File: src/rtl/fwh_pkg.sv
package fwh_pkg;
  typedef enum logic [2:0] {
    S_IDLE,
    S_LOAD,
    S_HB_REF,
    S_HB_POLL,
    S_VER,
    S_COMMIT
  } step_t;

  typedef enum logic [1:0] {
    ENG_IDLE,
    ENG_REQ,
    ENG_WAIT
  } eng_t;
endpackage

File: src/rtl/fwh_rd_engine.sv
module fwh_rd_engine #(
  parameter int ADDR_W = 16,
  parameter int DATA_W = 8
) (
  input  logic              clk,
  input  logic              rst_n,
  input  logic              cmd_go,
  input  logic [ADDR_W-1:0] cmd_addr,
  output logic              res_valid,
  output logic              res_err,
  output logic [DATA_W-1:0] res_data,
  output logic              req_valid,
  input  logic              req_ready,
  output logic [ADDR_W-1:0] req_addr,
  input  logic              rsp_valid,
  input  logic              rsp_err,
  input  logic [DATA_W-1:0] rsp_data
);
  import fwh_pkg::*;

  eng_t              st;
  logic [ADDR_W-1:0] addr_q;

  always_ff @(posedge clk or negedge rst_n) begin
    if (!rst_n) begin
      st        <= ENG_IDLE;
      addr_q    <= '0;
      res_valid <= 1'b0;
      res_err   <= 1'b0;
      res_data  <= '0;
    end else begin
      res_valid <= 1'b0;
      unique case (st)
        ENG_IDLE: if (cmd_go) begin
          addr_q <= cmd_addr;
          st     <= ENG_REQ;
        end
        ENG_REQ: if (req_ready) st <= ENG_WAIT;
        ENG_WAIT: if (rsp_valid) begin
          res_valid <= 1'b1;
          res_err   <= rsp_err;
          res_data  <= rsp_data;
          st        <= ENG_IDLE;
        end
        default: st <= ENG_IDLE;
      endcase
    end
  end

  assign req_valid = (st == ENG_REQ);
  assign req_addr  = addr_q;

  assert_req_hold_R8: assert property (@(posedge clk) disable iff (!rst_n)
    req_valid && !req_ready |=> req_valid && $stable(req_addr));

  assert_one_outstanding_R8: assert property (@(posedge clk) disable iff (!rst_n)
    req_valid && req_ready |=> !req_valid);
endmodule

File: src/rtl/fwh_ver_gate.sv
module fwh_ver_gate #(
  parameter logic [31:0] MIN_VER = 32'h0202_0000
) (
  input  logic [7:0]  major,
  input  logic [7:0]  minor,
  input  logic [15:0] build,
  output logic        at_least
);
  logic [31:0] packed_ver;
  assign packed_ver = {major, minor, build};
  assign at_least   = (packed_ver >= MIN_VER);
endmodule

File: src/rtl/fwh_health_check.sv
module fwh_health_check #(
  parameter int          ADDR_W      = 16,
  parameter logic [15:0] LOAD_ADDR   = 16'h0100,
  parameter logic [15:0] HB_ADDR     = 16'h0104,
  parameter logic [15:0] VER_BASE    = 16'h0200,
  parameter logic [7:0]  LOAD_THRESH = 8'h0E,
  parameter int          HB_TRIES    = 100,
  parameter logic [31:0] MIN_VER     = 32'h0202_0000
) (
  input  logic              clk,
  input  logic              rst_n,
  input  logic              start,
  output logic              busy,
  output logic              done,
  output logic              fault,
  output logic              load_ok,
  output logic              heartbeat_ok,
  output logic [7:0]        fw_major,
  output logic [7:0]        fw_minor,
  output logic [15:0]       fw_build,
  output logic              wide_access_en,
  output logic              rd_req_valid,
  input  logic              rd_req_ready,
  output logic [ADDR_W-1:0] rd_req_addr,
  input  logic              rd_rsp_valid,
  input  logic              rd_rsp_err,
  input  logic [7:0]        rd_rsp_data
);
  import fwh_pkg::*;

  localparam int CNT_W = $clog2(HB_TRIES + 1);

  step_t             st;
  logic              pending;
  logic              cmd_go;
  logic [ADDR_W-1:0] cmd_addr;
  logic              res_valid, res_err;
  logic [7:0]        res_data;
  logic              load_s, hb_s;
  logic [7:0]        hb_ref;
  logic [CNT_W-1:0]  hb_cnt;
  logic [1:0]        ver_idx;
  logic [7:0]        maj_s, min_s;
  logic [15:0]       build_s;
  logic              gate_ok;

  fwh_rd_engine #(.ADDR_W(ADDR_W), .DATA_W(8)) u_eng (
    .clk(clk), .rst_n(rst_n),
    .cmd_go(cmd_go), .cmd_addr(cmd_addr),
    .res_valid(res_valid), .res_err(res_err), .res_data(res_data),
    .req_valid(rd_req_valid), .req_ready(rd_req_ready), .req_addr(rd_req_addr),
    .rsp_valid(rd_rsp_valid), .rsp_err(rd_rsp_err), .rsp_data(rd_rsp_data)
  );

  fwh_ver_gate #(.MIN_VER(MIN_VER)) u_gate (
    .major(maj_s), .minor(min_s), .build(build_s), .at_least(gate_ok)
  );

  // Launch a read whenever a read step has none in flight.
  always_comb begin
    cmd_go = 1'b0;
    if (!pending && (st == S_LOAD || st == S_HB_REF || st == S_HB_POLL || st == S_VER))
      cmd_go = 1'b1;
    unique case (st)
      S_LOAD:             cmd_addr = ADDR_W'(LOAD_ADDR);
      S_HB_REF, S_HB_POLL: cmd_addr = ADDR_W'(HB_ADDR);
      S_VER:              cmd_addr = ADDR_W'(VER_BASE) + ADDR_W'(ver_idx);
      default:            cmd_addr = '0;
    endcase
  end

  assign busy = (st != S_IDLE);

  always_ff @(posedge clk or negedge rst_n) begin
    if (!rst_n) begin
      st <= S_IDLE;  pending <= 1'b0;  done <= 1'b0;  fault <= 1'b0;
      load_s <= 1'b0;  hb_s <= 1'b0;  hb_ref <= '0;  hb_cnt <= '0;  ver_idx <= '0;
      maj_s <= '0;  min_s <= '0;  build_s <= '0;
      load_ok <= 1'b0;  heartbeat_ok <= 1'b0;
      fw_major <= '0;  fw_minor <= '0;  fw_build <= '0;  wide_access_en <= 1'b0;
    end else begin
      done <= 1'b0;
      if (cmd_go) pending <= 1'b1;
      if (st == S_IDLE) begin
        if (start) begin
          st <= S_LOAD;  fault <= 1'b0;  pending <= 1'b0;
          load_s <= 1'b0;  hb_s <= 1'b0;  ver_idx <= '0;
          maj_s <= '0;  min_s <= '0;  build_s <= '0;
        end
      end else if (st == S_COMMIT) begin
        load_ok        <= load_s;
        heartbeat_ok   <= hb_s;
        fw_major       <= maj_s;
        fw_minor       <= min_s;
        fw_build       <= build_s;
        wide_access_en <= gate_ok;
        done           <= 1'b1;
        st             <= S_IDLE;
      end else if (res_valid) begin
        pending <= 1'b0;
        if (res_err) begin
          fault <= 1'b1;
          done  <= 1'b1;
          st    <= S_IDLE;
        end else begin
          unique case (st)
            S_LOAD: begin
              load_s <= (res_data >= LOAD_THRESH);
              st     <= S_HB_REF;
            end
            S_HB_REF: begin
              hb_ref <= res_data;
              hb_cnt <= '0;
              st     <= S_HB_POLL;
            end
            S_HB_POLL: begin
              if (res_data != hb_ref) begin
                hb_s <= 1'b1;
                st   <= load_s ? S_VER : S_COMMIT;
              end else if (hb_cnt == CNT_W'(HB_TRIES - 1)) begin
                st <= S_COMMIT;
              end else begin
                hb_cnt <= hb_cnt + 1'b1;
              end
            end
            S_VER: begin
              unique case (ver_idx)
                2'd0: maj_s <= res_data;
                2'd1: min_s <= res_data;
                2'd2: build_s[7:0] <= res_data;
                default: build_s[15:8] <= res_data;
              endcase
              ver_idx <= ver_idx + 1'b1;
              if (ver_idx == 2'd3) st <= S_COMMIT;
            end
            default: st <= S_IDLE;
          endcase
        end
      end
    end
  end

  assert_done_single_R7: assert property (@(posedge clk) disable iff (!rst_n)
    done |=> !done);

  assert_done_ends_run_R7: assert property (@(posedge clk) disable iff (!rst_n)
    done |-> !busy && $past(busy));

  assert_start_ignored_R1: assert property (@(posedge clk) disable iff (!rst_n)
    busy && start |=> busy || done);

  assert_abort_keeps_R6: assert property (@(posedge clk) disable iff (!rst_n)
    done && fault |-> $stable(load_ok) && $stable(heartbeat_ok) && $stable(fw_major)
                      && $stable(fw_minor) && $stable(fw_build) && $stable(wide_access_en));

  assert_fault_with_done_R6: assert property (@(posedge clk) disable iff (!rst_n)
    $rose(fault) |-> done);

  assert_ver_zero_R4: assert property (@(posedge clk) disable iff (!rst_n)
    !(load_ok && heartbeat_ok) |-> fw_major == 8'd0 && fw_minor == 8'd0 && fw_build == 16'd0);

  assert_no_req_idle_R6: assert property (@(posedge clk) disable iff (!rst_n)
    !busy && !$past(busy) |-> !rd_req_valid);

  generate
    if (MIN_VER != 32'd0) begin : g_wide_chk
      assert_wide_needs_health_R5: assert property (@(posedge clk) disable iff (!rst_n)
        wide_access_en |-> load_ok && heartbeat_ok);
    end
  endgenerate
endmodule

File: config.mk
export PLATFORM = sky130hd
export DESIGN_NAME = fwh_health_check
export DESIGN_NICKNAME = d
export VERILOG_FILES = /design/src/rtl/fwh_pkg.sv /design/src/rtl/fwh_rd_engine.sv /design/src/rtl/fwh_ver_gate.sv /design/src/rtl/fwh_health_check.sv
export SDC_FILE = /design/constraint.sdc
export NUM_CORES = 1
export LEC_CHECK = 0
export CAP_MARGIN = 20
export CORE_MARGIN = 5
export CORE_UTILIZATION = 30
export DETAILED_ROUTE_END_ITERATION = 16
export DONT_BUFFER_PORTS = 1
export PLACE_DENSITY_LB_ADDON = 0.12
export SLEW_MARGIN = 20
export SYNTH_ARGS = -nofsm -noshare
export SYNTH_HDL_FRONTEND = slang
export SYNTH_SLANG_ARGS = --single-unit
File: constraint.sdc
create_clock -name clk -period 1.8 [get_ports clk]
set_input_delay 0.18 -clock clk [delete_from_list [all_inputs] [get_ports clk]]
set_output_delay 0.18 -clock clk [all_outputs]
set_load 0.02 [all_outputs]
==> metrics.txt, run 1 <==
hold buffer count at cts=11; crit path cell chain=xnor2_1 -> and4_1 -> nand2_2 -> o311a_1 -> a221o_1; total power=9660 uW; placed insts=between 600 and 700; Placer Congestion=~0.76; PwrDens=around 1700 nW/um^2; I/O Buffers=0; DRC Markers=0; worst endpoint data arrival time=1.94 ns; Max Clk Rate=~0.59 GHz; Sink Count=~110; non-filler cells, final=roughly 640; Iter 0 DRT Violations=about 140; R2R Path End=hb_cnt[6]$_DFFE_PN0P_; Post-synth ARST share=100%; FP Rows=between 40 and 50; R2R depth=5; CTS tree=done; Multi-input gate area=just over 2000 um^2; RSZ-0062 raised after global routing=false; vias in the first global route=slightly above 3000; cell count after synthesis=389; Starting Density=a little under a third; Area contributors post-synth=dfrtp_1 56%, mux2_2 16%, nand2_1 3.7%, mux2_4 2.8%, buf_4 2.0%; Worst Path Class, Setup=register to register; final core utilization=between 30% and 40%; Tightest Hold Check Type=primary input to asynchronous set/reset pin; H-Tree Depth=3; DIE AREA=~19000 um^2; Bufs and invs on worst path=0; minimum clock period after layout=1.71 ns; top-area cell type share of the netlist area=a little under three fifths; Worst path max stage delay=0.39 ns; slowest CP cell=dfrtp_1; Fillers=~1600; final hold vios=between 100 and 150; clock buffer depth=2; FF-to-FF Start=hb_ref[3]$_DFFE_PN0P_; CTS Buf Count=9; Pleak=0.00264 uW; die width=roughly 140 um; final critical-path share of the clock period=between 90% and 100%; Yosys warnings=0; DRT Wirelength=10.9 mm; DP Wirelength=~7.7 mm; Clock Skew=approximately 0.0081 ns; P&R area growth vs syn=16.1%; flop2flop setup slack=approximately 0.095 ns; Critical Path RT=roughly 2.0 ns; worst skew pair latency=0.35 ns; syn avg cell area=approximately 13 um^2; Worst setup EP type=register; top fanout value on the critical path=2; aggregate global-route resource usage=12.2%; pin count of the biggest net entering global routing=between 100 and 150; cell taking the most area after synthesis=dfrtp_1; Final Max Tran Viols=0; worst hold slack=-0.480 ns; failing checks=negative hold slack; Peak VDD IR=around 550 uV; CTS clk-pin slew, worst paths=0.07 ns; Max-cap violations=0; n_diodes=0; sequential cell area=between 2000 and 3000 um^2; I/O pins=69; layout cell share with drive strength beyond 1=32.2%; Post-synth EDFFs=0; CP Launch Type=register; DR vias=3005; number of nets in the layout=443; Avg WL per Cell=~17 um; outcome=finished with violations; Top Family by Delay on Critical Path=compound AO/OA/AOI/OAI gates; clock tree root driver cell=clkbuf_16; CP startpoint=hb_ref[3]$_DFFE_PN0P_; synthesized flop and latch total=about 110; DR pass1 iterations=4; DRT antenna net count=0; post-CTS setup buffers=0; Synth cell types=59; Syn Std Cell Area=between 4000 and 5000 um^2; routed vias/inst=~4.7; die height=138 um; ys flop type=dfrtp_1; initial antenna violation count=0; first-pass GRT wire length=around 17 mm; total gr overflow=0; post-synthesis sequential area ratio=55.5%; core footprint=between 15000 and 20000 um^2; setup violators final=0
-- kinds of logic after synthesis --
kind of cell / synth area share (%)
AND/OR/NAND/NOR: 11.0
buffers and inverters: 4.61
AO/OA/AOI/OAI: 6.85
multiplexers: 19.2
XOR/XNOR: 1.43
adder cells (fa/ha/maj): 1.27
flip-flops: 55.5
other: 0.0764
-- area by class of cell --
class | count | share of cell area [%]
inverters | 12 | 0.790
well taps | 216 | 4.74
clock inverters | 5 | 1.12
flip-flops and latches | 109 | 47.9
clock buffers | 10 | 4.19
repair buffers | 37 | 6.01
multi-input cells | 255 | 35.3
-- layer usage --
layer / share of wire [%] / vias to the layer above / track usage [%]
li1: - / 1419 / -
met1: 46 / 1526 / 16.0
met2: 48 / 49 / 19.3
met3: 4.2 / 11 / 2.72
met4: 2.0 / 0 / 5.60
met5: 0 / - / 0
-- report_power, final --
| part | internal, uW | total, uW | switching (uW) |
|---|---|---|---|
| combinational | 1590 | 3030 | 1440 |
| clock | 1130 | 2050 | 928 |
| sequential | 3350 | 4580 | 1230 |
| total | 6070 | 9660 | 3590 |
-- through the flow --
step | cell area, um^2 | TNS, ns | setup WS, ns
3_5_place_dp | 5280 | -0.286 | -0.0499
4_1_cts | 5690 | 0 | 0.00425
2_1_floorplan | 4950 | 0 | 0.118
6_report | 5700 | 0 | 0.0947
5_1_grt | 5700 | 0 | 0.00825
3_3_place_gp | 5280 | -0.312 | -0.0378
-- cells in the final DEF, fill, tap and decap left out, types with 3 or more instances in the layout --
master / n
nor2_1: 6
a21oi_1: 10
o21ai_0: 12
ha_1: 5
a21oi_4: 3
xnor2_1: 7
inv_6: 3
buf_4: 23
conb_1: 11
mux2i_1: 3
inv_1: 10
nand4_1: 3
nand2_1: 48
dlygate4sd3_1: 11
mux2_4: 9
nand3_1: 4
mux2_2: 69
nor4_1: 4
and2_1: 8
nor3_1: 6
dfrtp_1: 108
buf_12: 3
clkbuf_16: 9
-- state kept, by name (all words and copies together) (netlist names), 2 cells and up --
signal,count
fw_major,8
u_eng.res_data,8
hb_ref,8
maj_s,8
min_s,8
fw_minor,8
build_s,16
hb_cnt,7
u_eng.req_addr,5
st,3
ver_idx,2
u_eng.st,2
fw_build,16
-- how the worst max path moves through the flow --
stage,to,cells after the start
after global routing,hb_cnt[3]$_DFFE_PN0P_,4
final,hb_cnt[6]$_DFFE_PN0P_,5
after detailed placement,hb_cnt[4]$_DFFE_PN0P_,4
after CTS,hb_cnt[4]$_DFFE_PN0P_,4
after global placement,hb_cnt[3]$_DFFE_PN0P_,4
after floorplan,u_eng.req_addr[2]$_DFFE_PN0P_,5
-- worst reg2reg max path, delay by kind of cell (launching register included) --
family           cells  cell delay [ns]
AO/OA/AOI/OAI        2             0.60
XOR/XNOR             1             0.27
flip-flops           1             0.39
AND/OR/NAND/NOR      2             0.33
-- what timing repair did --
action / in CTS / in global routing
gates resized for setup: 1 / 4
endpoints found under the setup margin: 10 / 9
hold endpoints to repair: 122 / 109
-- synth_stat cells (all sizes together), types with 2 or more instances --
cell type	n
a21oi	13
o311ai	2
nand4	3
dfrtp	109
and4	2
inv	10
o21ai	12
o22ai	2
or4	2
mux2i	3
nor2b	5
clkinv	2
nand2	51
o211ai	2
o21bai	2
clkbuf	4
o31ai	2
mux2	78
and2	8
nor4	4
nor2	7
nand4b	2
xnor2	8
nor3	8
buf	19
ha	5
a31oi	2
nand3	6
(Power assumes the default switching activity.)
==> run 2, diff against run 1 <==
- ABC_AREA: default -> 1
==> run 2 against run 1 <==
Effect of this change: the run still ends with negative hold slack left; register-to-register slack better by 0.05 ns; largest power group unchanged; power up 3.2%; die area down 0.73%; critical path type unchanged; utilization up 0.13 points.
==> metrics.txt, run 2 <==
I/O Buffers=0 (unchanged); n_diodes=0 (unchanged); failing checks=negative hold slack; H-Tree Depth=3 (unchanged); pin count of the biggest net entering global routing=110 (unchanged); Peak VDD IR=648 uV (+17%); syn avg cell area=8.62 um^2 (-32%); Pleak=0.00268 uW (+1.5%); CP Launch Type=register; worst hold slack=-0.483 ns (-0.00326 ns); Placer Congestion=0.792 (+3.7%); Bufs and invs on worst path=2 (+2); Critical Path RT=2.08 ns (+0.04 ns); Max Clk Rate=0.602 GHz (+2.7%); DRC Markers=0 (unchanged); slowest CP cell=dfrtp_2; cell taking the most area after synthesis=dfrtp_1; I/O pins=69 (unchanged); Sink Count=109 (unchanged); PwrDens=1750 nW/um^2 (+3.5%); total gr overflow=0 (unchanged); layout cell share with drive strength beyond 1=11.0% (-21 points); setup violators final=0 (unchanged); RSZ-0062 raised after global routing=false; Area contributors post-synth=dfrtp_1 56%, nand2_1 12%, o21ai_0 9.5%, inv_1 6.0%, nor2_1 2.3%; crit path cell chain=nor2_4 -> nand2_4 -> o21ai_0 -> inv_1 -> nor2_4 -> nand2_4 -> a21oi_4 -> buf_12 -> nand2_1 -> o21ai_1; P&R area growth vs syn=16.6%; die height=137 um (-0.37%); CTS clk-pin slew, worst paths=0.07 ns (about the same); commonest cells after routing, fill and taps aside=156 x nand2_1, 107 x dfrtp_1, 92 x o21ai_0; number of nets in the layout=614 (+39%); DIE AREA=18900 um^2 (-0.73%); FF-to-FF Start=st[0]$_DFFE_PN0P_; R2R Path End=build_s[15]$_DFFE_PN0P_; DR pass1 iterations=4 (unchanged); Worst setup EP type=register; DR vias=3551 (+18%); worst endpoint data arrival time=1.94 ns (about the same); Syn Std Cell Area=4870 um^2 (-0.79%); hold buffer count at cts=10 (-1); crit path to=build_s[15]$_DFFE_PN0P_; placed insts=788 (+28%); Worst Tran Pin Value=between 0.5 and 0.6 ns; Iter 0 DRT Violations=258 (+87%); Yosys warnings=0 (unchanged); final critical-path share of the clock period=92.2% (-2.5 points); largest registers=build_s (16), fw_build (16); placed cell areas=5210 um^2 (-1.2%); Worst Path Class, Setup=register to register; DRT Wirelength=11.4 mm (+4.2%); vias in the first global route=3554 (+16%); Post-synth ARST share=100% (unchanged); Synth cell types=34 (-42%); outcome=finished with violations; non-filler cells, final=816 (+27%); clock tree root driver cell=clkbuf_16; first-pass GRT wire length=18.6 mm (+7.1%); most frequent cell after synthesis=nand2_1; R2R depth=10 (+5); synth cell count leaders=157 x nand2_1, 109 x dfrtp_1, 92 x o21ai_0, 78 x inv_1, 30 x nor2_1; final setup TNS=0 ns (unchanged); clock buffer depth=2 (unchanged); cell count after synthesis=565 (+45%); worst skew pair latency=0.36 ns (about the same); commonest non-fill, non-tap cell in the layout=nand2_1; Max-cap violations=0 (unchanged); Rel. slew slack=between 60% and 70%; Top Family by Delay on Critical Path=simple AND/OR/NAND/NOR gates; FP Rows=46 (unchanged); final hold vios=109 (unchanged); Final Max Tran Viols=0 (unchanged); routed vias/inst=4.35 (-6.7%); finished layout cell area=5680 um^2 (-0.35%); die width=137 um (-0.37%); DRT antenna net count=0 (unchanged); total power=9970 uW (+3.2%); post-synthesis sequential area ratio=56.0% (+0.44 points); Starting Density=30.7% (about the same); synthesized flop and latch total=109 (unchanged); aggregate global-route resource usage=12.8% (+0.61 points); Tightest Hold Check Type=primary input to asynchronous set/reset pin; core footprint=15900 um^2 (-0.72%); top-area cell type share of the netlist area=56.0% (+0.44 points); Critical Path Stages=10 (+5); Worst path max stage delay=0.46 ns (+0.07 ns); CP startpoint=st[0]$_DFFE_PN0P_; top fanout value on the critical path=16 (+14); Post-synth EDFFs=0 (unchanged); CTS Buf Count=9 (unchanged); Clock Skew=0.00662 ns (-0.00148 ns); Avg WL per Cell=13.9 um (-18%); minimum clock period after layout=1.66 ns (-0.0451 ns); CTS tree=done; ys flop type=dfrtp_1; flop2flop setup slack=0.14 ns (+0.05 ns); initial antenna violation count=0 (unchanged); DP Wirelength=8.09 mm (+4.7%)
-- run 2: cell count changes in the layout (fill, tap and decap cells not counted), moves of 8 or more --
cell	change
nor2_1	+22
nand3_1	+8
mux2_4	-9
a21oi_1	-8
mux2_2	-69
o21ai_0	+80
nand2_1	+108
and2_1	-8
inv_1	+67
-- run 2: what timing repair did --
item / 4_1_cts / 5_1_grt
setup buffers: 0 / 2
resized for setup: 0 / 8
endpoints found under the setup margin: 0 / 35
endpoints found under the hold margin: 119 / 109
-- run 2: worst reg2reg max path, stage by stage, from the launching register on --
cell and delay [ns]:
dfrtp_2 0.46, nor2_4 0.17, nand2_4 0.06, o21ai_0 0.09, inv_1 0.10, nor2_4 0.14, nand2_4 0.11, a21oi_4 0.17
buf_12 0.16, nand2_1 0.06, o21ai_1 0.08
-- run 2: cell families (layout without fill, tap and decap cells) --
logic type	Yosys count	in the layout	synth area share (%)
xor+xnor	7	7	1.26
buf+inv	106	131	9.40
flops	109	109	56.0
fa+ha+maj	5	5	1.28
simple gates	225	225	19.7
other cells	1	11	0.0770
compound gates	112	112	12.3
-- run 2: area by class of cell --
cell class,instances,area (um^2)
sequential,109,2730
inverter,80,304
clock inverter,6,76.3
multi-input combinational,360,1750
timing repair buffer,35,325
tap,216,270
fill,1690,10200
clock buffer,10,229
-- run 2: worst min path at each step --
stage                     startpoint                        to  slack [ns]  depth (start not counted)
after CTS                      rst_n  fw_build[10]$_DFFE_PN0P_       -0.51                          0
after floorplan                rst_n    build_s[0]$_DFFE_PN0P_       -0.12                          0
final                          rst_n  fw_build[14]$_DFFE_PN0P_       -0.48                          0
after detailed placement       rst_n  fw_build[14]$_DFFE_PN0P_       -0.11                          0
after global placement         rst_n  fw_build[14]$_DFFE_PN0P_       -0.11                          0
after global routing           rst_n   build_s[10]$_DFFE_PN0P_       -0.51                          0
-- run 2: power by group --
part	internal [uW]	switching (uW)
logic	1270	2030
registers	3390	1200
clock network	1110	966
total	5780	4190
-- run 2: per-stage QoR --
stage | setup WS, ns | util (%)
global placement | 0.0724 | 32.8
CTS | 0.0326 | 35.4
detailed placement | 0.0473 | 32.8
floorplan | 0.168 | -
finish | 0.140 | 35.8
global route | 0.00500 | 35.8
-- run 2: layer usage --
| layer | vias up | track usage [%] | part of all wire (%) |
|---|---|---|---|
| met5 | - | 0 | 0 |
| met4 | 0 | 4.49 | 1.7 |
| met3 | 12 | 4.27 | 6.4 |
| met2 | 78 | 19.5 | 44 |
| met1 | 1650 | 17.0 | 47 |
| li1 | 1811 | - | - |
==> run 3, diff against run 2 <==
- CORE_ASPECT_RATIO: default -> 0.6
==> run 3 against run 2 <==
Effect of this change: the flow still finishes with violations (negative hold slack); power increased by 1.2%; design area increased by 0.57%; sequential share of layout area decreased by 0.30 points; clock-buffer cell count decreased by 1; wire length increased by 5.5%; cell count decreased by 0.25%; clock skew increased by 0.0019 ns; combinational power increased by 4%; maximum frequency decreased by 0.17%; critical path type unchanged; highest routed layer unchanged.
==> metrics.txt, run 3 (synthesis results as in run 2) <==
outcome=finished with violations; failing checks=negative hold slack; first-pass GRT wire length=19.6 mm (+5.3%); DR vias=3619 (+1.9%); Seq pwr share=45.3% (-0.8 points); number of nets in the layout=619 (+0.81%); minimum clock period after layout=1.66 ns (+0.00285 ns); pin count of the biggest net entering global routing=110 (unchanged); RSZ-0062 raised after global routing=true; clock buffer depth=2 (unchanged); routed vias/inst=4.45 (+2.2%); Worst Path Class, Setup=register to register; worst skew pair latency=0.35 ns (about the same); DR pass1 iterations=4 (unchanged); Most common cell on crit path=nor2_4; Top Family by Delay on Critical Path=simple AND/OR/NAND/NOR gates; Multi-input gate area=1740 um^2 (-0.36%); FF-to-FF Start=st[0]$_DFFE_PN0P_; hold buffer count at cts=10 (unchanged); Critical Path RT=2.03 ns (-0.05 ns); Logic pwr share=34.1% (+1.0 points); slowest CP cell=dfrtp_1; Peak VDD IR=523 uV (-19%); Clk network pwr share=20.6% (-0.2 points); die width=175 um (+27%); vias in the first global route=3511 (-1.2%); finished layout cell area=5710 um^2 (+0.57%); Worst path max stage delay=0.43 ns (-0.03 ns); crit path cell chain=nor2_4 -> nand2_4 -> or2_4 -> nand2_2 -> nor2_4 -> nand2_4 -> nor2_4 -> buf_12 -> nand2_1 -> o21ai_0; Bufs and invs on worst path=1 (-1); Tightest Hold Check Type=primary input to asynchronous set/reset pin; final core utilization=35.5% (-0.23 points); R2R depth=10 (unchanged); Placer Congestion=0.791 (about the same); CP Launch Type=register; PwrDens=1760 nW/um^2 (+0.58%); worst endpoint data arrival time=1.89 ns (-0.05 ns); initial antenna violation count=0 (unchanged); Final Max Tran Viols=0 (unchanged); slack of the critical path=0.137 ns (-0.00285 ns); CTS tree=done; H-Tree Depth=3 (unchanged); Sw Ratio=42.1% (about the same); Worst setup EP type=register; DIE AREA=19000 um^2 (+0.44%); Max-cap violations=0 (unchanged); worst hold slack=-0.478 ns (+0.00443 ns); Switch Pwr=4240 uW (+1.1%); n_diodes=0 (unchanged); placed cell areas=5230 um^2 (+0.26%); commonest cells after routing, fill and taps aside=156 x nand2_1, 108 x dfrtp_1, 91 x o21ai_0; final hold vios=109 (unchanged); sequential cell area=2730 um^2 (about the same); FP Rows=36 (-22%); Max Clk Rate=0.601 GHz (-0.17%); Fillers=1638 (-3.1%); core footprint=16100 um^2 (+1.2%); largest registers=build_s (16), fw_build (16); layout cell share with drive strength beyond 1=11.4% (+0.40 points); R2R Path End=maj_s[4]$_DFFE_PN0P_; CTS Buf Count=9 (unchanged); DP Wirelength=8.57 mm (+5.9%); Iter 0 DRT Violations=241 (-6.6%); DRT antenna net count=0 (unchanged); Clock Skew=0.00852 ns (+0.00190 ns); pre-CTS WS=0.0682 ns (+0.0208 ns); setup violators final=0 (unchanged); DRT Wirelength=12.0 mm (+5.5%); die height=109 um (-21%); aggregate global-route resource usage=13.2% (+0.33 points); Int Power=5840 uW (+1.2%); I/O Buffers=0 (unchanged); CTS clk-pin slew, worst paths=0.08 ns (about the same); DRC Markers=0 (unchanged); clock tree root driver cell=clkbuf_16; I/O pins=69 (unchanged); total gr overflow=0 (unchanged); flop2flop setup slack=0.14 ns (about the same); Starting Density=30.3% (-0.37 points); Pleak=0.00272 uW (+1.3%); top fanout value on the critical path=15 (-1); P&R area growth vs syn=17.3%; Sink Count=109 (unchanged); commonest non-fill, non-tap cell in the layout=nand2_1; Avg WL per Cell=14.7 um (+5.8%); final critical-path share of the clock period=92.4% (+0.16 points)
## run 3: worst max path at each step
| stage | start | to | cells past startpoint | slack [ns] |
|---|---|---|---|---|
| after global routing | st[0]$_DFFE_PN0P_ | build_s[12]$_DFFE_PN0P_ | 10 | -0.02 |
| after global placement | u_eng.res_data[7]$_DFFE_PN0P_ | hb_cnt[2]$_DFFE_PN0P_ | 10 | 0.10 |
| final | st[0]$_DFFE_PN0P_ | maj_s[4]$_DFFE_PN0P_ | 10 | 0.14 |
| after floorplan | st[0]$_DFFE_PN0P_ | build_s[10]$_DFFE_PN0P_ | 9 | 0.17 |
| after detailed placement | st[2]$_DFFE_PN0P_ | maj_s[0]$_DFFE_PN0P_ | 8 | 0.07 |
| after CTS | st[2]$_DFFE_PN0P_ | maj_s[0]$_DFFE_PN0P_ | 8 | 0.06 |
## run 3: layer usage
| layer | routed length [um] | vias up | global-route usage (%) |
|---|---|---|---|
| met5 | 0 | - | 0 |
| met4 | 94 | 0 | 2.69 |
| met3 | 727 | 7 | 4.64 |
| met2 | 4740 | 63 | 17.4 |
| met1 | 6430 | 1733 | 20.3 |
| li1 | - | 1816 | - |
## run 3: worst register-to-register path: stages (launching register included)
cell and delay, ns:
dfrtp_1 0.43, nor2_4 0.16, nand2_4 0.08, or2_4 0.25, nand2_2 0.09, nor2_4 0.05
nand2_4 0.13, nor2_4 0.07, buf_12 0.15, nand2_1 0.06, o21ai_0 0.08
## run 3: layout make-up
type                       instances  share of cell area, %
timing repair buffer              40                   6.57
inverter                          80                   5.30
tap                              209                   4.58
multi-input combinational        360                   30.5
clock inverter                     7                   1.40
clock buffer                       9                   3.94
sequential                       109                   47.8
## run 3: power by group through the flow
stage / registers, uW / clock network (uW) / logic [uW]
floorplan: 4440 / 0 / 2250
detailed placement: 4630 / 0 / 3230
CTS: 4590 / 2150 / 3270
global route: 4720 / 2240 / 3950
global placement: 4620 / 0 / 3190
finish: 4570 / 2080 / 3430
## run 3: repair_timing
action | 4_1_cts | 5_1_grt
endpoints found under the setup margin | 0 | 41
setup buffers | 0 | 4
gates resized for setup | 0 | 6
endpoints found under the hold margin | 119 | 109
## run 3: through the flow
step | instances | TNS [ns] | power [uW] | hold slack (ns)
after global routing | 814 | -0.0297 | 10900 | -0.508
after detailed placement | 784 | 0 | 7860 | -0.111
after global placement | 784 | 0 | 7810 | -0.110
after floorplan | 575 | 0 | 6690 | -0.116
after CTS | 810 | 0 | 10000 | -0.500
final | 814 | 0 | 10100 | -0.478
